`src/rtl/sup_pkg.sv`:
```
package sup_pkg;

  // Converts a period in milliseconds to a clock-cycle count.
  function automatic int unsigned ms_to_cyc(input int unsigned ms, input int unsigned cyc_per_ms);
    return ms * cyc_per_ms;
  endfunction

  // Bit width that can hold values 0..n.
  function automatic int unsigned cnt_width(input int unsigned n);
    return (n < 2) ? 1 : $clog2(n + 1);
  endfunction

endpackage

```
`src/rtl/sup_sync.sv`:
```
module sup_sync #(
  parameter int unsigned STAGES  = 2,
  parameter bit          RST_VAL = 1'b0
) (
  input  logic clk,
  input  logic por_i,
  input  logic d_i,
  output logic q_o
);
  logic [STAGES-1:0] chain_q;

  generate
    if (STAGES == 1) begin : g_one
      always_ff @(posedge clk) begin
        if (por_i) chain_q <= RST_VAL;
        else       chain_q <= d_i;
      end
    end else begin : g_many
      always_ff @(posedge clk) begin
        if (por_i) chain_q <= {STAGES{RST_VAL}};
        else       chain_q <= {chain_q[STAGES-2:0], d_i};
      end
    end
  endgenerate

  assign q_o = chain_q[STAGES-1];
endmodule

```
`src/rtl/sup_debounce.sv`:
```
module sup_debounce #(
  parameter int unsigned DB_CYC = 16
) (
  input  logic clk,
  input  logic por_i,
  input  logic pb_n_s_i,
  output logic pressed_o
);
  localparam int unsigned CW = sup_pkg::cnt_width(DB_CYC);
  localparam logic [CW-1:0] LAST = CW'(DB_CYC - 1);

  logic [CW-1:0] low_cnt;
  logic          pressed_q;

  always_ff @(posedge clk) begin
    if (por_i || pb_n_s_i) begin
      low_cnt   <= '0;
      pressed_q <= 1'b0;
    end else if (low_cnt == LAST) begin
      pressed_q <= 1'b1;
    end else begin
      low_cnt <= low_cnt + 1'b1;
    end
  end

  assign pressed_o = pressed_q;

  AST_PB_RELEASE: assert property (@(posedge clk) disable iff (por_i)
    pb_n_s_i |=> !pressed_q);
  AST_PB_SHORT_IGNORED: assert property (@(posedge clk) disable iff (por_i)
    (!pb_n_s_i && !pressed_q && low_cnt < LAST) |=> !pressed_q);
endmodule

```
`src/rtl/sup_watchdog.sv`:
```
module sup_watchdog #(
  parameter int unsigned LIM_S = 600,
  parameter int unsigned LIM_M = 2400,
  parameter int unsigned LIM_L = 4800
) (
  input  logic       clk,
  input  logic       por_i,
  input  logic       en_i,
  input  logic       strobe_s_i,
  input  logic [1:0] sel_i,
  output logic       expire_o
);
  localparam int unsigned CW = sup_pkg::cnt_width(LIM_L);

  function automatic logic [CW-1:0] pick_last(input logic [1:0] sel);
    case (sel)
      2'b00:   return CW'(LIM_S - 1);
      2'b01:   return CW'(LIM_M - 1);
      default: return CW'(LIM_L - 1);
    endcase
  endfunction

  logic [CW-1:0] wd_cnt;
  logic          strobe_prev;
  logic [1:0]    sel_q;
  logic          strobe_fall;
  logic          sel_change;
  logic          restart;

  assign strobe_fall = strobe_prev & ~strobe_s_i;
  assign sel_change  = (sel_q != sel_i);
  assign restart     = ~en_i | strobe_fall | sel_change;
  assign expire_o    = ~restart & (wd_cnt == pick_last(sel_i));

  always_ff @(posedge clk) begin
    if (por_i) begin
      wd_cnt      <= '0;
      strobe_prev <= 1'b0;
      sel_q       <= sel_i;
    end else begin
      strobe_prev <= strobe_s_i;
      sel_q       <= sel_i;
      if (restart || expire_o) wd_cnt <= '0;
      else                     wd_cnt <= wd_cnt + 1'b1;
    end
  end

  AST_WD_FALL_RESTART: assert property (@(posedge clk) disable iff (por_i)
    strobe_fall |=> (wd_cnt == '0));
  AST_WD_SEL_RESTART: assert property (@(posedge clk) disable iff (por_i)
    sel_change |=> (wd_cnt == '0));
  AST_WD_IDLE_IN_RESET: assert property (@(posedge clk) disable iff (por_i)
    !en_i |=> (wd_cnt == '0));
  AST_WD_NO_OVERFLOW: assert property (@(posedge clk) disable iff (por_i)
    wd_cnt <= CW'(LIM_L - 1));
endmodule

```
`src/rtl/sup_stretch.sv`:
```
module sup_stretch #(
  parameter int unsigned STR_CYC = 2440
) (
  input  logic clk,
  input  logic por_i,
  input  logic cause_i,
  output logic rst_o
);
  localparam int unsigned CW = sup_pkg::cnt_width(STR_CYC);
  localparam logic [CW-1:0] LAST = CW'(STR_CYC - 1);

  logic [CW-1:0] hold_cnt;
  logic          rst_q;

  always_ff @(posedge clk) begin
    if (por_i || cause_i) begin
      rst_q    <= 1'b1;
      hold_cnt <= '0;
    end else if (rst_q) begin
      if (hold_cnt == LAST) rst_q <= 1'b0;
      else                  hold_cnt <= hold_cnt + 1'b1;
    end
  end

  assign rst_o = rst_q;

  AST_CAUSE_ASSERTS: assert property (@(posedge clk) disable iff (por_i)
    cause_i |=> rst_q);
  AST_STRETCH_HOLD: assert property (@(posedge clk) disable iff (por_i)
    (rst_q && !cause_i && hold_cnt < LAST) |=> rst_q);
  AST_RELEASE_AT_END: assert property (@(posedge clk) disable iff (por_i)
    (rst_q && !cause_i && hold_cnt == LAST) |=> !rst_q);
endmodule

```
`src/rtl/sup_reset_ctrl.sv`:
```
module sup_reset_ctrl #(
  parameter int unsigned CYC_PER_MS  = 50000,
  parameter int unsigned WD_SHORT_MS = 150,
  parameter int unsigned WD_MID_MS   = 600,
  parameter int unsigned WD_LONG_MS  = 1200,
  parameter int unsigned STRETCH_MS  = 610,
  parameter int unsigned DEBOUNCE_MS = 4,
  parameter int unsigned SYNC_STAGES = 2
) (
  input  logic       clk,
  input  logic       por_i,
  input  logic       supply_fail_i,
  input  logic       pb_n_i,
  input  logic       strobe_i,
  input  logic [1:0] wd_sel_i,
  output logic       rst_o,
  output logic       rst_n_o
);
  localparam int unsigned LIM_S   = sup_pkg::ms_to_cyc(WD_SHORT_MS, CYC_PER_MS);
  localparam int unsigned LIM_M   = sup_pkg::ms_to_cyc(WD_MID_MS,   CYC_PER_MS);
  localparam int unsigned LIM_L   = sup_pkg::ms_to_cyc(WD_LONG_MS,  CYC_PER_MS);
  localparam int unsigned STR_CYC = sup_pkg::ms_to_cyc(STRETCH_MS,  CYC_PER_MS);
  localparam int unsigned DB_CYC  = sup_pkg::ms_to_cyc(DEBOUNCE_MS, CYC_PER_MS);

  logic pb_n_s, strobe_s;
  logic pb_pressed, wd_expire;
  logic any_cause;
  logic rst_int;

  sup_sync #(.STAGES(SYNC_STAGES), .RST_VAL(1'b1)) u_pb_sync (
    .clk(clk), .por_i(por_i), .d_i(pb_n_i), .q_o(pb_n_s));

  sup_sync #(.STAGES(SYNC_STAGES), .RST_VAL(1'b0)) u_strobe_sync (
    .clk(clk), .por_i(por_i), .d_i(strobe_i), .q_o(strobe_s));

  sup_debounce #(.DB_CYC(DB_CYC)) u_debounce (
    .clk(clk), .por_i(por_i), .pb_n_s_i(pb_n_s), .pressed_o(pb_pressed));

  sup_watchdog #(.LIM_S(LIM_S), .LIM_M(LIM_M), .LIM_L(LIM_L)) u_watchdog (
    .clk(clk), .por_i(por_i), .en_i(~rst_int), .strobe_s_i(strobe_s),
    .sel_i(wd_sel_i), .expire_o(wd_expire));

  assign any_cause = supply_fail_i | pb_pressed | wd_expire;

  sup_stretch #(.STR_CYC(STR_CYC)) u_stretch (
    .clk(clk), .por_i(por_i), .cause_i(any_cause), .rst_o(rst_int));

  assign rst_o   = rst_int;
  assign rst_n_o = ~rst_int;

  AST_FAIL_RESETS: assert property (@(posedge clk) disable iff (por_i)
    supply_fail_i |=> rst_o);
  AST_EXPIRE_RESETS: assert property (@(posedge clk) disable iff (por_i)
    wd_expire |=> rst_o);
  AST_PRESS_RESETS: assert property (@(posedge clk) disable iff (por_i)
    pb_pressed |=> rst_o);
endmodule

```
`config.mk`:
```
export PLATFORM = sky130hd
export DESIGN_NAME = sup_reset_ctrl
export DESIGN_NICKNAME = d
export VERILOG_FILES = /design/src/rtl/sup_pkg.sv /design/src/rtl/sup_sync.sv /design/src/rtl/sup_debounce.sv /design/src/rtl/sup_watchdog.sv /design/src/rtl/sup_stretch.sv /design/src/rtl/sup_reset_ctrl.sv
export SDC_FILE = /design/constraint.sdc
export NUM_CORES = 1
export LEC_CHECK = 0
export ABC_AREA = 1
export BUFFER_PORTS_ARGS = -buffer_cell sky130_fd_sc_hd__buf_2
export CORE_MARGIN = 5
export CORE_UTILIZATION = 35
export CTS_CLUSTER_DIAMETER = 40
export DETAILED_ROUTE_END_ITERATION = 8
export GPL_TIMING_DRIVEN = 0
export MAX_ROUTING_LAYER = met4
export SLEW_MARGIN = 25
export SYNTH_ARGS = -nofsm -noshare
export SYNTH_HDL_FRONTEND = slang
export SYNTH_SLANG_ARGS = --single-unit
```
`constraint.sdc`:
```
create_clock -name clk -period 1.65 [get_ports clk]
set_clock_uncertainty 0.05 [all_clocks]
set_input_delay 0.0825 -clock clk [delete_from_list [all_inputs] [get_ports clk]]
set_output_delay 0.0825 -clock clk [all_outputs]
set_load 0.1 [all_outputs]
```
==> Word level (Yosys, flattened, before mapping) <==
Cells that the tools add are included.
{ "word_totals": {"word_cells": 36, "output_inout_bits": 2, "inputBits": 7, "register_bits": 78} }
{ "op_classes": {"muxes": 3, "n_bitwise": 10, "n_eq_ne": 5, "addsub": 3, "n_reduce_logical": 6} }
{ "ops": {"columns": ["op", "count"], "rows": [
  ["26-bit one-hot mux with 2 select lines", 1],
  ["26-bit by 1-bit adder with 26-bit output, second input constant", 1],
  ["26-bit == test", 1],
  ["25-bit by 1-bit adder with 25-bit output, second input constant", 1],
  ["25-bit == test, second input constant", 1],
  ["18-bit by 1-bit adder with 18-bit output, second input constant", 1],
  ["18-bit == test, second input constant", 1],
  ["1-bit NOT", 4],
  ["1-bit bitwise OR", 4],
  ["1-bit logical OR", 3],
  ["1-bit AND", 2],
  ["2-bit by 1-bit == test with 1-bit output, second input constant", 1],
  ["2-bit zero test", 1],
  ["1-bit two-way mux", 2],
  ["2-bit != test", 1],
  ["2-bit AND reduction", 1],
  ["2-bit OR reduction", 1]
]} }

==> Longest topological paths before layout <==
{ "logic_depth": {"word_depth": 8, "depth_mapped": 13, "ltp_nobuf": 12} }

==> Hierarchy <==
A second synthesis with hierarchy kept.
{ "hier_totals": {"hier_cells": 694, "hier_area_um2": 4564.4} }
{ "by_module_without_submodules": {"columns": ["module", "cells_each", "seq_area_each_um2", "area_per_inst_um2", "n_inst"], "rows": [
  ["sup_stretch", 269, 520.5, 1756.7, 1],
  ["sup_watchdog", 247, 580.6, 1617.8, 1],
  ["sup_debounce", 161, 380.4, 1061.0, 1],
  ["sup_sync (u_pb_sync)", 7, 40.0, 58.8, 1],
  ["sup_sync (u_strobe_sync)", 6, 40.0, 55.1, 1],
  ["sup_reset_ctrl", 4, 0.0, 15.0, 1]
]} }

==> Least setup slack after synthesis <==
Ideal clock, no wire load.
{ "synth_path": {"path_type": "flip-flop to flip-flop", "start": "register u_stretch.rst_q (netlist: u_stretch.rst_o)", "end": "register u_stretch.hold_cnt[21]", "slack_ns": -0.968, "t_required_ns": 1.536, "arrival_time_ns": 2.505, "path_buffers": 1, "stages_incl_launch_ff": 8, "synth_period_minus_slack_ns": 2.618, "setup_time_ns": 0.064, "path_cell_list": "dfxtp_1 inv_1 nand2_1 nor3_1 nand2_1 nand2_2 buf_6 nor2_1"} }
{ "synth_via": {"elab_chain_cells": 6, "elab_cells_between_ends": 7, "cone_classes": "bitwise (5); reduce/logical (2)"} }
{ "synth_lines": {"columns": ["item", "line_no", "text"], "rows": [
  ["start: declaration", "sup_stretch.sv:13", "logic rst_q;"],
  ["start signal: assignment", "sup_stretch.sv:17", "rst_q <= 1'b1;"],
  ["start signal: assignment", "sup_stretch.sv:20", "if (hold_cnt == LAST) rst_q <= 1'b0;"],
  ["1-bit bitwise OR (2 in a row)", "sup_watchdog.sv:32", "assign restart = ~en_i | strobe_fall | sel_change;"],
  ["1-bit NOT", "sup_watchdog.sv:33", "assign expire_o = ~restart & (wd_cnt == pick_last(sel_i));"],
  ["1-bit AND", "sup_watchdog.sv:33", null],
  ["1-bit bitwise OR", "sup_reset_ctrl.sv:43", "assign any_cause = supply_fail_i | pb_pressed | wd_expire;"],
  ["1-bit logical OR", "sup_stretch.sv:16", "if (por_i || cause_i) begin"],
  ["end signal: assignment", "sup_stretch.sv:21", "else hold_cnt <= hold_cnt + 1'b1;"],
  ["end: declaration", "sup_stretch.sv:12", "logic [CW-1:0] hold_cnt;"]
]} }
Several ways; a longest one is shown, not always the timed one.
A chain may end at the register's enable or synchronous reset.

==> Final worst setup path <==
{ "layout_path": {"start": "register u_watchdog.wd_cnt[0]", "end": "register u_watchdog.wd_cnt[19]"} }
{ "layout_via": {"elab_chain_cells": 4, "elab_cells_between_ends": 5, "cone_classes": "add/sub (1); eq/ne (1); bitwise (1); reduce/logical (2)"} }
{ "layout_lines": {"columns": ["item", "line_no", "text"], "rows": [
  ["start: declaration", "sup_watchdog.sv:23", "logic [CW-1:0] wd_cnt;"],
  ["start signal: assignment", "sup_watchdog.sv:44", "else wd_cnt <= wd_cnt + 1'b1;"],
  ["branches (longest 4 deep; another with 26-bit by 1-bit adder with 26-bit output)", null, null]
]} }
Several ways; the timed one is not identified.

==> impl_metrics.yaml <==
global_route:
  grt_pass1_vias: 4378
  grt_max_degree: 14
  grt_pass1_wl_mm: 20.44
  track_usage_pct: 16.31
  antenna_found_initial: 0
  grt_remaining_overflow: 0
synth:
  synth_cell_type_count: 28
  syn-cell-area_um2: 4573
  synth-simple-area-share_pct: 44.05
  synth.ff_latch_count: 78
  yosysSeqAreaShare_pct: 34.15
  synth.area.mux_share_pct: 0
  synth_xor_area_share_pct: 5.171
  synth_top_family_by_area: "simple AND/OR/NAND/NOR gates"
  ys_warn_count: 0
  syn_area_per_cell_um2: 6.049
  synth_fa_ha_area_share_pct: 0.8208
  synth_top_area_cell: "dfxtp_1"
  yosys.area.top_type_share_pct: 34.15
  synth-compound-area-share_pct: 4.651
  synth_area_leaders: "dfxtp_1 (34%), nand2_1 (20%), nor2_1 (11%)"
  syn-num-nets: 766
  synth_cells: 756
clock_network:
  cts_max_level: 3
  cts_sinks: 78
  cts_buffers: 9
  cts_tree: "done"
  clockBufferDepth: 2
  cts.reportedPaths.clkPinSlew_ns: 0.06
  clock_latency_ns: 0.35
  cts-root-buf: "clkbuf_16"
critical_path:
  cp_max_fo: 7
  critPathMostFrequentCell: "nor2_4"
  worstPathCellList: "ha_4 -> nand2_4 -> nor2_4 -> nand2_2 -> nor2_2 -> nand3_2 -> buf_6 -> o21ai_4 -> buf_8 -> nor2_4"
  crit_path_end_kind: "register"
  cp.arrival_ns: 1.93
  start_kind: "register"
  path_delay_family: "simple AND/OR/NAND/NOR gates"
  critPathMaxStageDelay_ns: 0.37
  path_buf_inv: 2
  cp_slowest_cell: "dfxtp_4"
  worstSetupPathType: "register to register"
  crit_required_ns: 1.83
timing:
  worst_pin_slew_ns: 0.5261
  rsz0062_at_grt: "yes"
  clock.fmax_mhz: 573.0
  fin_crit_ns: 1.745
  finalCritPeriodShare_pct: 105.8
  setup_viol: 38
  slew_headroom_pct: 64.93
  slew_viol_final: 0
  setup_slack_ns: -0.09528
  finalHoldViolCount: 0
  fin_setup_tns_ns: -2.222
place:
  dp_hpwl_mm: 8.107
  port_buffers: 8
  dpl_cell_area_um2: 4841
  gp_congestion: 0.9079
  dp.cells: 936
routing:
  wl_per_cell_um: 12.44
  drt.antenna.violating_nets: 0
  dr.pass1.iters: 6
  viasPerCell: 4.694
  dr_total_vias: 4638
  wirelength_mm: 12.29
  dr.first_iter.drc_count: 325
  drc: 0
floorplanning:
  die_area_um2: 15450
  initial_utilization_pct: 35.95
  core.rowCount: 41
  io-pin-count: 9
  coreArea_um2: 12720
  chipHeight_um: 124.3
  fp.dieW_um: 124.3
cells_and_area:
  fin_area_um2: 5962
  syn_to_final_growth_pct: 30.37
  instances_no_fill: 988
  drive_above_1_share_pct: 22.30
  num_antenna_cells: 0
  fill_cells: 1370
  layout_common_cells: "nand2_1 (223), inv_1 (104), nor2_1 (96), dfxtp_1 (51), nand3_1 (45)"
  num-nets-final: 821
  layout_commonest_cell: "nand2_1"
status:
  violations: "setup timing"
  status: "complete, but fails checks"
power_and_ir_drop:
  p_per_area_nw_per_um2: 651.6
  leakagePower_nw: 2.210
  ir_worst_vdd_uv: 807.2
  fin_total_pwr_mw: 3.885
worst_hold_path:
  hp-class: "input port to register"
job:
  cap_violations: 0
==> worst register-to-register path, stage by stage (launching register included) <==
cell     delay, ns
dfxtp_4       0.37
ha_4          0.15
nand2_4       0.05
nor2_4        0.11
nand2_2       0.06
nor2_2        0.08
nand3_2       0.08
buf_6         0.13
o21ai_4       0.32
buf_8         0.21
nor2_4        0.04
==> per-stage QoR <==
stage	util [%]	hold WS [ns]	setup WS [ns]
2_1_floorplan	-	0.06022	-0.2278
3_3_place_gp	38.05	0.2168	-0.3937
3_5_place_dp	38.05	0.2184	-0.4058
4_1_cts	43.84	0.05397	-0.08552
5_1_grt	46.86	0.1125	-0.1852
6_report	46.86	0.07797	-0.09528
==> layout make-up <==
| type | count | area [um^2] | area share (%) |
|---|---|---|---|
| sequential | 78 | 1605 | 26.93 |
| clock buffer | 11 | 242.7 | 4.071 |
| tap | 172 | 215.2 | 3.610 |
| timing repair buffer | 45 | 466.7 | 7.828 |
| clock inverter | 5 | 35.03 | 0.5876 |
| buffer | 11 | 120.1 | 2.015 |
| inverter | 111 | 420.4 | 7.051 |
| multi-input combinational | 555 | 2856 | 47.91 |
==> cells in the mapped netlist <==
master    count
and3_1        1
nand4_1      17
dfxtp_1      78
nor2_2        1
ha_1          3
a31oi_1       2
xnor2_1       6
buf_6         6
xor2_1       21
o22ai_1       1
nor3_1       17
inv_2         2
nand2_1     242
nor4_1        5
nand3_1      50
buf_2         3
inv_1       109
nand3_2       1
o21ai_2       1
or2_2         3
nor3b_1       1
clkbuf_1      3
nand2_2       4
nand3b_1      3
a21oi_1      22
nor2_1      137
o21ai_0      15
nor2_4        2
==> routing by layer <==
layer	share of wire, %	track usage, %	vias to the layer above
met5	0	-	-
met4	2.3	4.900	0
met3	3.7	4.288	18
met2	48	27.29	82
met1	46	19.26	2089
li1	-	-	2449
==> flip-flops by register name (all words and copies together) (netlist names) <==
register / cells
u_debounce.low_cnt: 18
u_debounce.pressed_o: 1
u_pb_sync.chain_q: 2
u_stretch.hold_cnt: 25
u_stretch.rst_o: 1
u_strobe_sync.chain_q: 2
u_watchdog.sel_q: 2
u_watchdog.strobe_prev: 1
u_watchdog.wd_cnt: 26
==> logic make-up (layout without fill, tap and decap cells) <==
| kind of cell | count (synthesis) | count (layout) |
|---|---|---|
| compound gates | 41 | 41 |
| xor+xnor | 27 | 27 |
| fa+ha+maj | 3 | 3 |
| buf+inv | 123 | 183 |
| flops | 78 | 78 |
| simple gates | 484 | 484 |
==> where the power goes <==
| group | total [mW] | switching (mW) | leakage (nW) | internal (mW) |
|---|---|---|---|---|
| sequential | 1.90 | 0.00660 | 0.644 | 1.89 |
| combinational | 0.141 | 0.0722 | 1.43 | 0.0686 |
| clock | 1.85 | 0.791 | 0.135 | 1.06 |
==> path summary, 6_finish.rpt <==
kind | start | end | slack (ns) | cells after the start
max | u_watchdog.wd_cnt[0] | u_watchdog.wd_cnt[19] | -0.1 | 10
min | por_i | u_stretch.rst_o | 0.08 | 3
max reg2reg | u_watchdog.wd_cnt[0] | u_watchdog.wd_cnt[19] | -0.1 | 10
min reg2reg | u_pb_sync.chain_q[0] | u_pb_sync.chain_q[1] | 0.36 | 1
==> repair_timing <==
| item | in CTS | in global routing |
|---|---|---|
| setup endpoints to repair | 57 | 65 |
| gates resized for setup | 40 | 121 |
| cloned | 4 | 3 |
| buffers inserted | 19 | 4 |
| pin swaps | 16 | 29 |
| hold buffers | 8 | 0 |
| endpoints found under the hold margin | 7 | 0 |
Power figures use the tool's default switching activity.
